**config.mk**
```make
export PLATFORM = sky130hd
export DESIGN_NAME = uart_os_rx
export DESIGN_NICKNAME = d
export VERILOG_FILES = /design/src/rtl/uart_os_rx_pkg.sv /design/src/rtl/uart_os_rx_sync.sv /design/src/rtl/uart_os_rx_tick.sv /design/src/rtl/uart_os_rx_voter.sv /design/src/rtl/uart_os_rx.sv
export SDC_FILE = /design/constraint.sdc
export NUM_CORES = 1
export LEC_CHECK = 0
export ABC_CLOCK_PERIOD_IN_PS = 6120
export BUFFER_PORTS_ARGS = -buffer_cell sky130_fd_sc_hd__buf_4
export CORE_MARGIN = 3
export CORE_UTILIZATION = 40
export CTS_CLUSTER_DIAMETER = 50
export CTS_CLUSTER_SIZE = 10
export DETAILED_ROUTE_END_ITERATION = 10
export PLACE_DENSITY = 0.61
export SYNTH_ARGS = -nofsm -noshare
export SYNTH_HDL_FRONTEND = slang
export SYNTH_SLANG_ARGS = --single-unit
export TNS_END_PERCENT = 30
```
**constraint.sdc**
```tcl
create_clock -name clk_i -period 6.12 [get_ports clk_i]
set_input_delay 0.918 -clock clk_i [delete_from_list [all_inputs] [get_ports clk_i]]
set_output_delay 0.918 -clock clk_i [all_outputs]
set_load 0.01 [all_outputs]
```
**src/rtl/uart_os_rx_pkg.sv**
```systemverilog
package uart_os_rx_pkg;

  typedef enum logic [2:0] {
    ST_IDLE,
    ST_START,
    ST_DATA,
    ST_PAR,
    ST_STOP
  } rx_state_e;

  function automatic logic maj3(input logic a, input logic b, input logic c);
    return (a & b) | (a & c) | (b & c);
  endfunction

endpackage

```
**src/rtl/uart_os_rx_sync.sv**
```systemverilog
module uart_os_rx_sync #(
  parameter int   STAGES  = 2,
  parameter logic RST_VAL = 1'b1
) (
  input  logic clk_i,
  input  logic rst_ni,
  input  logic d_i,
  output logic q_o,
  output logic fall_o
);

  logic [STAGES-1:0] chain_q;
  logic              prev_q;

  always_ff @(posedge clk_i or negedge rst_ni) begin
    if (!rst_ni) begin
      chain_q <= {STAGES{RST_VAL}};
      prev_q  <= RST_VAL;
    end else begin
      chain_q[0] <= d_i;
      for (int i = 1; i < STAGES; i++) chain_q[i] <= chain_q[i-1];
      prev_q <= chain_q[STAGES-1];
    end
  end

  assign q_o    = chain_q[STAGES-1];
  assign fall_o = prev_q & ~q_o;

endmodule

```
**src/rtl/uart_os_rx_tick.sv**
```systemverilog
module uart_os_rx_tick #(
  parameter int PRESC_W = 12
) (
  input  logic               clk_i,
  input  logic               rst_ni,
  input  logic               run_i,
  input  logic               restart_i,
  input  logic [PRESC_W-1:0] prescale_i,
  output logic               tick_o
);

  logic [PRESC_W-1:0] cnt_q;

  assign tick_o = run_i && (cnt_q == prescale_i);

  always_ff @(posedge clk_i or negedge rst_ni) begin
    if (!rst_ni)        cnt_q <= '0;
    else if (restart_i) cnt_q <= '0;
    else if (run_i)     cnt_q <= tick_o ? '0 : cnt_q + 1'b1;
    else                cnt_q <= '0;
  end

  // ticks are spaced prescale+1 clocks apart
  p_tick_spacing_r2: assert property (@(posedge clk_i) disable iff (!rst_ni)
    (tick_o && prescale_i != '0) |=> !tick_o);

endmodule

```
**src/rtl/uart_os_rx_voter.sv**
```systemverilog
module uart_os_rx_voter #(
  parameter int OS_W = 4
) (
  input  logic            clk_i,
  input  logic            rst_ni,
  input  logic            smp_en_i,
  input  logic [OS_W-1:0] smp_idx_i,
  input  logic            line_i,
  input  logic [OS_W-1:0] pos_i,
  input  logic            three_i,
  output logic            bit_o
);
  import uart_os_rx_pkg::*;

  localparam int NTAP = 3;

  logic [NTAP-1:0] tap_eff;

  for (genvar g = 0; g < NTAP; g++) begin : g_tap
    logic [OS_W-1:0] idx;
    logic            hit;
    logic            t_q;
    assign idx = pos_i + OS_W'(g) - OS_W'(1);
    assign hit = smp_en_i && (smp_idx_i == idx);
    always_ff @(posedge clk_i or negedge rst_ni) begin
      if (!rst_ni)  t_q <= 1'b1;
      else if (hit) t_q <= line_i;
    end
    // a tap sampled in the deciding tick is used directly
    assign tap_eff[g] = hit ? line_i : t_q;
  end

  assign bit_o = three_i ? maj3(tap_eff[0], tap_eff[1], tap_eff[2]) : tap_eff[1];

endmodule

```
**src/rtl/uart_os_rx.sv**
```systemverilog
module uart_os_rx #(
  parameter int DATA_W      = 8,
  parameter int OS_W        = 4,
  parameter int PRESC_W     = 12,
  parameter int SYNC_STAGES = 2
) (
  input  logic               clk_i,
  input  logic               rst_ni,
  input  logic               rx_i,
  input  logic               tx_loop_i,
  input  logic               loop_en_i,
  input  logic [PRESC_W-1:0] prescale_i,
  input  logic [OS_W-1:0]    os_ratio_i,
  input  logic [OS_W-1:0]    samp_pos_i,
  input  logic               three_samp_i,
  input  logic               parity_en_i,
  input  logic               parity_odd_i,
  output logic [DATA_W-1:0]  data_o,
  output logic               valid_o,
  output logic               frame_err_o,
  output logic               parity_err_o
);
  import uart_os_rx_pkg::*;

  localparam int CNT_W = (DATA_W > 1) ? $clog2(DATA_W) : 1;
  localparam logic [CNT_W-1:0] LAST_BIT = CNT_W'(DATA_W - 1);

  rx_state_e         state_q;
  logic [OS_W-1:0]   os_cnt_q;
  logic [CNT_W-1:0]  bit_cnt_q;
  logic [DATA_W-1:0] shift_q;
  logic              par_bit_q;

  logic line_sel, line_s, line_fall;
  logic active, restart, tick, smp_en, bit_end, bit_vote;
  logic [OS_W-1:0] smp_idx;

  assign line_sel = loop_en_i ? tx_loop_i : rx_i;

  uart_os_rx_sync #(.STAGES(SYNC_STAGES), .RST_VAL(1'b1)) u_sync (
    .clk_i  (clk_i),
    .rst_ni (rst_ni),
    .d_i    (line_sel),
    .q_o    (line_s),
    .fall_o (line_fall)
  );

  assign active  = (state_q != ST_IDLE);
  assign restart = (state_q == ST_IDLE) && line_fall;

  uart_os_rx_tick #(.PRESC_W(PRESC_W)) u_tick (
    .clk_i      (clk_i),
    .rst_ni     (rst_ni),
    .run_i      (active),
    .restart_i  (restart),
    .prescale_i (prescale_i),
    .tick_o     (tick)
  );

  // the edge-detect cycle itself counts as tick 0 of the start bit
  assign smp_en  = restart | tick;
  assign smp_idx = restart ? '0 : os_cnt_q;
  assign bit_end = tick && (os_cnt_q == os_ratio_i);

  uart_os_rx_voter #(.OS_W(OS_W)) u_voter (
    .clk_i     (clk_i),
    .rst_ni    (rst_ni),
    .smp_en_i  (smp_en),
    .smp_idx_i (smp_idx),
    .line_i    (line_s),
    .pos_i     (samp_pos_i),
    .three_i   (three_samp_i),
    .bit_o     (bit_vote)
  );

  always_ff @(posedge clk_i or negedge rst_ni) begin
    if (!rst_ni)      os_cnt_q <= '0;
    else if (restart) os_cnt_q <= OS_W'(1);
    else if (tick)    os_cnt_q <= bit_end ? '0 : os_cnt_q + 1'b1;
  end

  always_ff @(posedge clk_i or negedge rst_ni) begin
    if (!rst_ni) begin
      state_q      <= ST_IDLE;
      bit_cnt_q    <= '0;
      shift_q      <= '0;
      par_bit_q    <= 1'b0;
      data_o       <= '0;
      valid_o      <= 1'b0;
      frame_err_o  <= 1'b0;
      parity_err_o <= 1'b0;
    end else begin
      valid_o      <= 1'b0;
      frame_err_o  <= 1'b0;
      parity_err_o <= 1'b0;
      unique case (state_q)
        ST_IDLE: if (restart) state_q <= ST_START;
        ST_START: if (bit_end) begin
          bit_cnt_q <= '0;
          state_q   <= bit_vote ? ST_IDLE : ST_DATA;
        end
        ST_DATA: if (bit_end) begin
          shift_q   <= {bit_vote, shift_q[DATA_W-1:1]};
          bit_cnt_q <= bit_cnt_q + 1'b1;
          if (bit_cnt_q == LAST_BIT) state_q <= parity_en_i ? ST_PAR : ST_STOP;
        end
        ST_PAR: if (bit_end) begin
          par_bit_q <= bit_vote;
          state_q   <= ST_STOP;
        end
        ST_STOP: if (bit_end) begin
          data_o       <= shift_q;
          valid_o      <= 1'b1;
          frame_err_o  <= ~bit_vote;
          parity_err_o <= parity_en_i && (par_bit_q != ((^shift_q) ^ parity_odd_i));
          state_q      <= ST_IDLE;
        end
        default: state_q <= ST_IDLE;
      endcase
    end
  end

  p_valid_single_r10: assert property (@(posedge clk_i) disable iff (!rst_ni)
    valid_o |=> !valid_o);

  p_frame_err_strobe_r8: assert property (@(posedge clk_i) disable iff (!rst_ni)
    frame_err_o |-> valid_o);

  p_parity_err_strobe_r7: assert property (@(posedge clk_i) disable iff (!rst_ni)
    parity_err_o |-> valid_o);

  p_glitch_to_idle_r6: assert property (@(posedge clk_i) disable iff (!rst_ni)
    (state_q == ST_START && bit_end && bit_vote) |=> (state_q == ST_IDLE && !valid_o));

  p_os_bound_r2: assert property (@(posedge clk_i) disable iff (!rst_ni)
    active |-> (os_cnt_q <= os_ratio_i));

  p_idle_holds_r5: assert property (@(posedge clk_i) disable iff (!rst_ni)
    (state_q == ST_IDLE && !line_fall) |=> (state_q == ST_IDLE));

endmodule

```
# Yosys cells after proc, flatten, opt, wreduce, memory -nomap -nowiden
# Index checks and enable logic that the tools add are counted.
[totals]
reg_bits = 48
output_inout_bits = 11
[classes]
mux = 29
eq_ne = 17
bitwise_logic = 10
n_reduce_logical = 17
addsub = 8
[ops]
columns = ["operator", "n"]
rows = [
  ["$mux W12", 3],
  ["$mux W3", 8],
  ["$eq A4 B4 Y1", 4],
  ["$mux W4", 4],
  ["$pmux W3 S5", 1],
  ["$add A12 B1 Y12 const B", 1],
  ["$eq A12 B12 Y1", 1],
  ["$ne A2 B2 Y1 const B", 6],
  ["$sub A4 B1 Y4 const B", 3],
  ["$mux W1", 11],
  ["$add A4 B1 Y4 const B", 2],
  ["$reduce_xor A8 Y1", 1],
  ["$logic_and A1 B1 Y1", 7],
  ["$eq A3 B2 Y1 const B", 2],
  ["$eq A3 B3 Y1 const B", 2],
  ["$pmux W3 S2", 1],
  ["$reduce_and A2 Y1", 3],
  ["$reduce_and A6 Y1", 1],
  ["$add A4 B2 Y4 const B", 1],
  ["$and A1 B1 Y1", 4],
  ["$reduce_bool A2 Y1", 2],
  ["$add A3 B1 Y3 const B", 1],
  ["$eq A3 B1 Y1 const B", 1],
  ["$logic_not A3 Y1", 1],
  ["7 further kinds", 10],
]

# Logic depth before layout (Yosys ltp)
# Gate-level depths: netlist of the first run.
[depth]
ltp_word = 14
depth_mapped = 10

# Cells and area by module
# A second synthesis of the first run with hierarchy kept.
[hier_totals]
cells_unflattened = 244
hier_area_um2 = 2864.0
[modules_own_cells]
columns = ["module", "seq_area_each_um2", "cells_each", "area_per_inst_um2", "instances"]
rows = [
  ["uart_os_rx", 750.7, 132, 1601.5, 1],
  ["uart_os_rx_tick", 300.3, 73, 803.3, 1],
  ["uart_os_rx_voter", 78.8, 35, 366.6, 1],
  ["uart_os_rx_sync", 78.8, 4, 92.6, 1],
]

# Worst setup path after synthesis of the first run
# OpenSTA, ideal clock, no wires.
[synth_path]
kind = "in2reg"
from = "in samp_pos_i[0]"
to = "reg par_bit_q"
setup_time_ns = 0.125
arrival_time_ns = 2.915
cell_stages = 10
t_required_ns = 5.995
setup_slack_ns = 3.080
cell_sequence = "inv_1 > ha_1 > xor2_1 > mux2_4 > o32ai_2 > o221ai_2 > mux2_4 > o21ai_4 > a21oi_2 > mux2_4"
[synth_via]
elab_chain_cells = 9
elab_cells_between_ends = 20
[synth_rtl]
columns = ["item", "line_no", "rtl"]
rows = [
  ["start: declaration", "uart_os_rx.sv:14", "input logic [OS_W-1:0] samp_pos_i,"],
  ["$add A4 B2 Y4 (*)", "uart_os_rx_voter.sv:23", "assign idx = pos_i + OS_W'(g) - OS_W'(1);"],
  ["$sub A4 B1 Y4 (*)", "uart_os_rx_voter.sv:23", ""],
  ["$eq A4 B4 Y1 (*)", "uart_os_rx_voter.sv:24", "assign hit = smp_en_i && (smp_idx_i == idx);"],
  ["$logic_and A1 B1 Y1 (*)", "uart_os_rx_voter.sv:24", ""],
  ["$mux W1 (*)", "--", ""],
  ["net u_voter.tap_eff[2]", "uart_os_rx_voter.sv:17", "logic [NTAP-1:0] tap_eff;"],
  ["$and A1 B1 Y1", "uart_os_rx_pkg.sv:12", "return (a & b) | (a & c) | (b & c);"],
  ["$or A1 B1 Y1", "uart_os_rx_pkg.sv:12", ""],
  ["$or A1 B1 Y1 (*)", "uart_os_rx_pkg.sv:12", ""],
  ["$mux W1 (*)", "uart_os_rx_voter.sv:33", "assign bit_o = three_i ? maj3(tap_eff[0], tap_eff[1], tap_eff[2]) : tap_eff[1];"],
  ["end signal: assignment", "uart_os_rx.sv:108", "par_bit_q <= bit_vote;"],
  ["end: declaration", "uart_os_rx.sv:32", "logic par_bit_q;"],
]
# Mark *: on every way through the listed nets, which the timed path passes. The rest lies on a longest branch.
# A chain may end at the register's enable or synchronous reset.

# Final worst setup path of the first run
# Ends and elaborated chain as after synthesis.

==> metrics, run 1 <==
cell mode on critical path=mux2_4; Synth area leader=dfrtp_1; met3 wire length=approximately 250 um; Critical Path Slowest Stage Cell=mux2_4; first-pass GRT wire length=between 9 and 10 mm; num ports=39; GR Util All Layers=around 14%; number of global-route vias before repair=~2000; number of I/O port buffers=38; Syn Nets=~300; initial antenna violation count=0; final-report setup violation count=0; Pins Over Slew Limit=0; combinational share of power=24.0%; Tcrit/Tclk final=about 50%; core area=between 6000 and 7000 um^2; Synth Cell Area=around 2800 um^2; die area=~8100 um^2; Antenna Violating Nets Remaining=0; Post-synth EDFFs=0; fraction of final layout cells sized beyond drive strength 1=between 30% and 40%; n_diodes=0; CP startpoint kind=input pin; Cells after Synth=around 270; Warnings, synthesis=0; post-synthesis sequential area ratio=between 40% and 50%; RD Place Congestion=0.789; endpoints failing hold=0; Avg Cell Area, Syn=about 11 um^2; Top Layer Used=met4; switching power=0.254 mW; WS Path Type=in2reg; FF+latch count, synth=48; Total Wirelength=5.58 mm; Critical Path Fanout Max=8; CTS tree=done; clk_lat worst skew=~0.30 ns; CTS Root Buffer Type=clkbuf_8; Worst Max-Slew Pin Slew=between 0.6 and 0.7 ns; clock power share=between 20% and 30%; VDD IR max=0.000132 V; largest net degree at the start of global routing=49; switching fraction of total power=between 30% and 40%; pre-CTS setup slack=2.78 ns; internal power=roughly 0.52 mW; Tmin final=~3.0 ns; fmax=0.330 GHz; initial core utilization=between 40% and 50%; drt initial violations=99; CTS buffer count=5; CTS H-tree lvls=2; Vias=2034; Post-CTS Hold Buffers=0; setup ws final=around 3 ns; Setup TNS Final=0 ns; relative max-transition margin=roughly three fifths; Worst-path clk slew=about 0.09 ns; DIE HEIGHT=about 90 um; post-detailed-route wirelength per cell=around 14 um; Post-route DRC=0; # rows=30; met1 wire length=between 2 and 3 mm; die width=between 90 and 100 um; DR vias/cell=5.10; synth top area cells=dfrtp_1 37%, xnor2_1 8.7%, mux2_2 6.8%, dfstp_2 5.6%, xor2_1 3.4%; met2 wire length=about 2.6 mm; Yosys top cell area share=approximately 37%; Critical Path RT=~6.3 ns; Synth cell types=56; Leakage=1.42 nW; status=finished, final reports clean; critical path endpoint category=flip-flop; Final Skew=0.00809 ns; MaxCap Viol Count=0; Reg power frac=~50%; detailed placement HPWL=roughly 4.0 mm; CP cell instances=buf_4, inv_1, ha_1, xor2_1, mux2_4, o32ai_2, o221ai_2, mux2_4, o21ai_4, a21oi_2, mux2_4; Hold WC Path Type=reg2reg; Main synth FF type=dfrtp_1; TritonCTS Sinks=between 40 and 50; Power per Cell Area=~240 nW/um^2; Area growth, synth to finish=15.8%; CP arrival=3.23 ns; FFs w/ async S/R, synth=100%; Layout Nets=about 340; RSZ-0062 raised after global routing=false; # resized after CTS=0; slowest stage delay, CP=around 0.36 ns; DR pass1 iterations=4; CTS Buffer Depth=2; grt total ovfl=0; Setup Buffers After CTS=0
## final timing paths
path / from / end / slack, ns / cells after the start
setup / recovery: samp_pos_i[0] / par_bit_q / 3.09 / 11
hold / removal: u_sync.chain_q[0] / u_sync.chain_q[1] / 0.36 / 0
setup reg to reg: state_q[1] / par_bit_q / 3.51 / 8
hold reg to reg: u_sync.chain_q[0] / u_sync.chain_q[1] / 0.36 / 0
max in group asynchronous: rst_ni / u_tick.cnt_q[10] / 5.07 / 1
min in group asynchronous: rst_ni / frame_err_o / 0.62 / 1
## power groups by stage
stage,Combinational (mW),Sequential (mW),Clock [mW]
after floorplan,0.157,0.374,0
after global placement,0.185,0.395,0
after detailed placement,0.189,0.395,0
after CTS,0.190,0.389,0.210
after global routing,0.208,0.395,0.221
final,0.187,0.389,0.202
## cells by family (layout without fill, tap and decap cells)
group           Yosys count  in the layout  share of synthesized area, %
compound gates           41             41                          10.4
buf+inv                  19             55                          3.14
flops                    48             48                          42.8
fa+ha+maj                 6              6                          2.66
simple gates             91             91                          19.1
mux                      22             22                          9.26
xor+xnor                 40             40                          12.7
## layout by cell type (no fill, tap or decap), types with 2 or more instances in the layout
cell type  netlist  final
a21oi_1         10     10
a31oi_1          6      6
and3_1           4      4
buf_4            0     38
clkbuf_8         0      6
dfrtp_1         42     42
dfstp_2          6      6
ha_1             6      6
inv_1            9      9
mux2_2          17     17
mux2_4           4      4
nand2_1         17     17
nand2b_1         3      3
nand3_1          8      8
nand4_1          7      7
nor2_1          22     22
nor2b_1          6      6
nor3_1           4      4
o211ai_1         3      3
o21ai_0          9      9
o22ai_1          2      2
o32ai_1          2      2
xnor2_1         28     28
xor2_1          11     11
## cell usage after synthesis, types with 7 or more instances
| library cell | instances |
|---|---|
| xor2_1 | 11 |
| mux2_2 | 17 |
| a21oi_1 | 10 |
| dfrtp_1 | 42 |
| xnor2_1 | 28 |
| nand4_1 | 7 |
| nand2_1 | 17 |
| o21ai_0 | 9 |
| inv_1 | 9 |
| nand3_1 | 8 |
| nor2_1 | 22 |
## through the flow
stage / cell area [um^2] / std cells / power, mW / hold WS [ns] / utilization, %
detailed placement: 3180 / 391 / 0.583 / 0.347 / 46.5
floorplan: 2830 / 267 / 0.530 / 0.345 / -
CTS: 3270 / 399 / 0.789 / 0.361 / 47.9
global placement: 3180 / 391 / 0.580 / 0.346 / 46.5
finish: 3270 / 399 / 0.777 / 0.360 / 47.9
global route: 3270 / 399 / 0.824 / 0.370 / 47.9
## metal layers
layer  GRT usage (%)  vias up
met5               0        -
met4            4.21        0
met3            2.76        6
met2            22.2       50
met1            19.5      971
li1                -     1007
## cell type report
cell class                      instances  area [um^2]
Timing Repair Buffer                   38          285
Multi-Input combinational cell        200         1530
Clock buffer                            6         82.6
Inverter                                9         33.8
Fill cell                             658         3560
Sequential cell                        48         1210
Tap cell                               96          120
Clock inverter                          2         13.8
## critical path: cells and delay by family
kind / cells / cell delay, ns
compound gates: 4 / 0.66
buf+inv: 2 / 0.20
fa+ha+maj: 1 / 0.35
xor+xnor: 1 / 0.18
mux: 3 / 0.91
## sequential cells by signal (all words and copies together), names as in the netlist, 2 cells and up
| register | cells |
|---|---|
| u_sync.chain_q | 2 |
| u_voter.g_tap.t_q | 3 |
| data_o | 8 |
| bit_cnt_q | 3 |
| state_q | 3 |
| shift_q | 8 |
| u_tick.cnt_q | 12 |
| os_cnt_q | 4 |
(Power assumes the default switching activity.)
==> run 2: changes to the inputs <==
--- a/config.mk
+++ b/config.mk
@@ -5,7 +5,7 @@
 export SDC_FILE = /design/constraint.sdc
 export NUM_CORES = 1
 export LEC_CHECK = 0
-export ABC_CLOCK_PERIOD_IN_PS = 6120
+export ABC_CLOCK_PERIOD_IN_PS = 2800
 export BUFFER_PORTS_ARGS = -buffer_cell sky130_fd_sc_hd__buf_4
 export CORE_MARGIN = 3
 export CORE_UTILIZATION = 40
==> constraint.sdc (replaced) <==
create_clock -name clk_i -period 2.8 [get_ports clk_i]
set_input_delay 0.42 -clock clk_i [delete_from_list [all_inputs] [get_ports clk_i]]
set_output_delay 0.42 -clock clk_i [all_outputs]
set_load 0.01 [all_outputs]
==> run 2 against run 1 <==
  * Clock power increased to 2.6 times the previous value
  * Critical endpoint unchanged
  * Cell count increased by 2.0%
  * Sequential share of layout area decreased by 0.98 points
  * Routed wire length increased by 0.30%
  * Sequential power increased by 110%
  * Utilization increased by 1.3 points
  * Largest cell class unchanged
  * Critical path type is now reg2reg
  * Largest power group unchanged
==> metrics, run 2 (synthesis gave the netlist of run 1 again) <==
Antenna Violating Nets Remaining=0 (unchanged); VDD IR max=0.000224 V (+69%); status=finished, final reports clean; Filler Cells Inserted=684 (+4.0%); critical path endpoint category=flip-flop; first-pass GRT wire length=9.64 mm (+2.3%); core area=6830 um^2 (unchanged); Placed Instance Area=3240 um^2 (+1.9%); endpoints failing hold=0 (unchanged); fmax=between 0.4 and 0.5 GHz; CP startpoint kind=flip-flop; post-detailed-route wirelength per cell=13.8 um (-1.7%); CP cell instances=xnor2_1, nand4_1, nor4_4, nor2_1, nor3_1, mux2i_1, a21oi_2, mux2_4; RSZ-0062 raised after global routing=false; CTS tree=done; Critical Path Fanout Max=7 (-1); largest net degree at the start of global routing=49 (unchanged); WS Path Type=reg2reg; Top Layer Used=met4; die width=90.0 um (unchanged); Setup TNS Final=0 ns (unchanged); Leakage=1.48 nW (+3.9%); Hold Slack=0.100 ns (-0.259 ns); number of global-route vias before repair=2047 (+2.6%); number of I/O port buffers=38 (unchanged); Largest register FFs=12 (unchanged); grt total ovfl=0 (unchanged); fraction of final layout cells sized beyond drive strength 1=31.8% (+1.8 points); CTS Root Buffer Type=clkbuf_8; slowest stage delay, CP=0.48 ns (+0.12 ns); pre-CTS setup slack=0.00573 ns (-2.78 ns); Total Wirelength=5.60 mm (+0.30%); DIE HEIGHT=90.0 um (unchanged); drt initial violations=102 (+3.0%); Power per Cell Area=536 nW/um^2 (+130%); CTS Buffer Depth=2 (unchanged); TritonCTS Sinks=48 (unchanged); Hold WC Path Type=in2async; n_diodes=0 (unchanged); CTS H-tree lvls=2 (unchanged); Critical Path Slowest Stage Cell=dfrtp_1; Crit path max-delay family=simple AND/OR/NAND/NOR gates; CP arrival=2.71 ns (-0.52 ns); Area growth, synth to finish=19.0%; DR pass1 iterations=4 (unchanged); # rows=30 (unchanged); DR vias/cell=5.06 (-0.66%); Vias=2061 (+1.3%); Tcrit/Tclk final=~90%; Buf+Inv Stages, Crit Path=0 (-2); clk_lat worst skew=0.31 ns (about the same); biggest regs=u_tick.cnt_q (12), data_o (8), shift_q (8); die area=8110 um^2 (unchanged); RD Place Congestion=0.752 (-4.6%); Tmin final=approximately 2.5 ns; Layout Nets=344 (+2.4%); DP Cell Count=399 (+2.0%); Final Util=49.2% (+1.3 points); Finished Cell Area=3360 um^2 (+2.7%); met1 wire length=2.78 mm (+3.0%); met2 wire length=2.46 mm (-4.2%); initial core utilization=41.4% (unchanged); Tot Pwr=1.80 mW (+130%); MaxCap Viol Count=0 (unchanged); num ports=39 (unchanged); final-report setup violation count=0 (unchanged); detailed placement HPWL=4.13 mm (+2.9%); Final Skew=0.00636 ns (-0.00173 ns); GR Util All Layers=14.4% (+0.40 points); Worst Max-Slew Pin Slew=0.616 ns (+0.00330 ns); initial antenna violation count=0 (unchanged); Worst-path clk slew=0.10 ns (about the same); most frequent cells in the layout=46 x buf_4, 42 x dfrtp_1, 28 x xnor2_1, 22 x nor2_1; setup ws final=0.300 ns (-2.79 ns); fin cells=407 (+2.0%); Top reg by flops=u_tick.cnt_q; Post-route DRC=0 (unchanged); Critical Path RT=3.01 ns (-3.30 ns); Pins Over Slew Limit=0 (unchanged); leading cell type in the layout, fill and taps excluded=buf_4; met3 wire length=271 um (+8.0%); CTS buffer count=5 (unchanged); Setup Buffers After CTS=0 (unchanged); relative max-transition margin=58.9% (about the same)
run 2: cell types whose count changed in the layout (fill, tap and decap cells not counted), sizes merged:
| cell | before | now |
|---|---|---|
| clkbuf | 6 | 5 |
| inv | 10 | 9 |
| buf | 38 | 46 |
| clkinv | 1 | 2 |
| bufinv | 0 | 1 |
run 2: layout make-up:
cell class                      count  area, um^2  area share, %
Multi-Input combinational cell    200        1540           45.7
Sequential cell                    48        1210           36.0
Timing Repair Buffer               46         345           10.3
Tap cell                           96         120           3.57
Clock buffer                        5        68.8           2.05
Clock inverter                      3        47.5           1.41
Inverter                            9        33.8           1.01
run 2: report_power, final:
part / switching (mW) / internal [mW]
logic: 0.255 / 0.197
registers: 0.0677 / 0.758
clock network: 0.253 / 0.269
total: 0.576 / 1.22
run 2: timing repair:
action	in CTS	in global routing
setup endpoints to repair	0	1
hold buffers	0	0
resized for setup	0	1
run 2: path summary, 6_finish.rpt:
kind | slack, ns | start | endpoint | cells after the start
worst max-delay path | 0.30 | u_tick.cnt_q[0] | par_bit_q | 8
worst min-delay path | 0.10 | rst_ni | data_o[6] | 1
worst max register to register | 0.30 | u_tick.cnt_q[0] | par_bit_q | 8
worst min register to register | 0.36 | u_sync.chain_q[0] | u_sync.chain_q[1] | 0
max in group asynchronous | 2.26 | rst_ni | u_tick.cnt_q[9] | 1
min in group clk_i | 0.34 | tx_loop_i | u_sync.chain_q[0] | 2
run 2: worst register-to-register path, stage by stage, from the launching register on:
cell	delay, ns
dfrtp_1	0.48
xnor2_1	0.19
nand4_1	0.28
nor4_4	0.40
nor2_1	0.07
nor3_1	0.22
mux2i_1	0.39
a21oi_2	0.10
mux2_4	0.26
run 2: per-layer routing:
layer,track usage [%],vias to the layer above
met5,0,-
met4,4.85,0
met3,3.51,8
met2,21.3,43
met1,20.7,991
li1,-,1019
==> run 3: changes to the inputs <==
--- a/config.mk
+++ b/config.mk
@@ -7,12 +7,14 @@
 export LEC_CHECK = 0
 export ABC_CLOCK_PERIOD_IN_PS = 2800
 export BUFFER_PORTS_ARGS = -buffer_cell sky130_fd_sc_hd__buf_4
+export CELL_PAD_IN_SITES_DETAIL_PLACEMENT = 0
+export CELL_PAD_IN_SITES_GLOBAL_PLACEMENT = 1
 export CORE_MARGIN = 3
 export CORE_UTILIZATION = 40
 export CTS_CLUSTER_DIAMETER = 50
-export CTS_CLUSTER_SIZE = 10
+export CTS_CLUSTER_SIZE = 28
 export DETAILED_ROUTE_END_ITERATION = 10
-export PLACE_DENSITY = 0.61
+export PLACE_DENSITY = 0.74
 export SYNTH_ARGS = -nofsm -noshare
 export SYNTH_HDL_FRONTEND = slang
 export SYNTH_SLANG_ARGS = --single-unit
==> run 3 against run 2 <==
  * Cell area down 0.19%
  * Clock skew fell by 0.0011 ns
  * Critical path type unchanged
  * Largest power group unchanged
  * Via count is 1.5% lower
  * First-iteration DRC count fell by 20%
  * Power decreased by 0.85%
  * Cell count increased by 0.25%
  * Utilization is 0.091 points lower
  * Global-route usage grew 0.10 points
  * Worst setup slack worse by 0.054 ns
==> metrics, run 3 (synthesis gave the netlist of run 1 again) <==
status=finished, final reports clean; CTS buffer count=5 (unchanged); critical path endpoint category=flip-flop; TritonCTS Sinks=48 (unchanged); reg2reg end=par_bit_q; Power per Cell Area=532 nW/um^2 (-0.67%); core area=6830 um^2 (unchanged); detailed placement HPWL=4.11 mm (-0.59%); Total Wirelength=5.52 mm (-1.4%); CP arrival=2.75 ns (+0.04 ns); Setup TNS Final=0 ns (unchanged); CP startpoint kind=flip-flop; flop-to-flop setup slack=0.25 ns (-0.05 ns); slowest stage delay, CP=0.53 ns (+0.05 ns); Final Skew=0.00529 ns (-0.00107 ns); Tcrit/Tclk final=91.2% (+1.9 points); leading cell type in the layout, fill and taps excluded=buf_4; FF-to-FF path depth=7 (-1); number of global-route vias before repair=2096 (+2.4%); Worst-path clk slew=0.09 ns (about the same); Hold WC Path Type=in2async; CTS H-tree lvls=2 (unchanged); number of I/O port buffers=38 (unchanged); die area=8110 um^2 (unchanged); crit path launch=u_sync.prev_q; Pins Over Slew Limit=0 (unchanged); largest net degree at the start of global routing=49 (unchanged); Worst Max-Slew Pin Slew=0.610 ns (-0.00621 ns); # resized after CTS=0 (unchanged); CTS tree=done; endpoints failing hold=0 (unchanged); n_diodes=0 (unchanged); CTS Buffer Depth=2 (unchanged); VDD IR max=0.000260 V (+16%); clk_lat worst skew=0.31 ns (about the same); fraction of final layout cells sized beyond drive strength 1=32.1% (+0.22 points); Post-route DRC=0 (unchanged); drt initial violations=82 (-20%); CP cell instances=nor2b_1, a21oi_1, o32a_1, nor3_1, mux2i_1, a21oi_2, mux2_4; Antenna Violating Nets Remaining=0 (unchanged); initial core utilization=41.4% (unchanged); Critical Path Slowest Stage Cell=dfstp_2; Critical Path End=par_bit_q; GR Util All Layers=14.5% (+0.10 points); RD Place Congestion=0.793 (+5.4%); biggest regs=u_tick.cnt_q (12), data_o (8), shift_q (8); die width=90.0 um (unchanged); final-report setup violation count=0 (unchanged); DR pass1 iterations=4 (unchanged); grt total ovfl=0 (unchanged); # rows=30 (unchanged); Critical Path RT=2.99 ns (-0.02 ns); r2r startpoint=u_sync.prev_q; DR vias/cell=4.98 (-1.7%); DIE HEIGHT=90.0 um (unchanged); CTS Root Buffer Type=clkbuf_8; Layout Nets=345 (+0.29%); Tmin final=2.55 ns (+0.0541 ns); most frequent cells in the layout=47 x buf_4, 42 x dfrtp_1, 28 x xnor2_1, 22 x nor2_1; Area growth, synth to finish=18.7%; initial antenna violation count=0 (unchanged); Hold Slack=0.122 ns (+0.0214 ns); Setup Buffers After CTS=0 (unchanged); Largest register FFs=12 (unchanged); fmax=0.392 GHz (-2.1%); relative max-transition margin=59.3% (+0.41 points); first-pass GRT wire length=9.84 mm (+2.1%); post-detailed-route wirelength per cell=13.5 um (-1.7%); RSZ-0062 raised after global routing=false; Leakage=1.47 nW (-0.56%); WS Path Type=reg2reg; Post-CTS Hold Buffers=0 (unchanged); num ports=39 (unchanged); Top reg by flops=u_tick.cnt_q; MaxCap Viol Count=0 (unchanged); Critical Path Fanout Max=6 (-1); Vias=2031 (-1.5%)
run 3: changes by cell type in the layout (fill, tap and decap cells not counted), sizes merged:
cell	change
clkinv	-1
clkinvlp	+1
buf	+1
run 3: worst max-delay path, delay by kind of cell, from the launching register on:
kind / cells / cell delay (ns)
flops: 1 / 0.53
compound gates: 3 / 0.61
mux: 2 / 0.64
simple gates: 2 / 0.65
run 3: metal layers:
layer / wire (um) / track usage [%]
met5: 0 / 0
met4: 49 / 4.59
met3: 219 / 2.51
met2: 2440 / 21.8
met1: 2810 / 21.4
run 3: how the worst min path moves through the flow:
stage	startpoint	end	slack [ns]	depth (start not counted)
4_1_cts	rst_ni	data_o[0]	0.14	1
2_1_floorplan	rst_ni	bit_cnt_q[0]	0.12	0
3_5_place_dp	u_sync.chain_q[0]	u_sync.chain_q[1]	0.35	0
5_1_grt	rst_ni	frame_err_o	0.17	1
3_3_place_gp	u_sync.chain_q[0]	u_sync.chain_q[1]	0.35	0
6_report	rst_ni	frame_err_o	0.12	1
run 3: metrics by stage:
| stage | setup slack [ns] | power [mW] | util [%] | cells | cell area, um^2 |
|---|---|---|---|---|---|
| floorplan | 0.258 | 1.16 | - | 267 | 2830 |
| global placement | 0.0452 | 1.29 | 47.5 | 400 | 3240 |
| detailed placement | 0.00721 | 1.30 | 47.5 | 400 | 3240 |
| CTS | 0.234 | 1.81 | 49.1 | 408 | 3350 |
| global route | 0.0137 | 1.89 | 49.1 | 408 | 3350 |
| finish | 0.246 | 1.78 | 49.1 | 408 | 3350 |
run 3: cell type report:
type,instances,area [um^2]
Clock buffer,5,68.8
Fill cell,670,3480
Clock inverter,3,42.5
Inverter,9,33.8
Sequential cell,48,1210
Timing Repair Buffer,47,353
Multi-Input combinational cell,200,1530
Tap cell,96,120
run 3: power by group:
group          leakage [nW]  total, mW  switching (mW)  internal (mW)
Clock                0.0541      0.504           0.240          0.264
Combinational         0.785      0.446           0.247          0.199
Sequential            0.632      0.835          0.0771          0.758
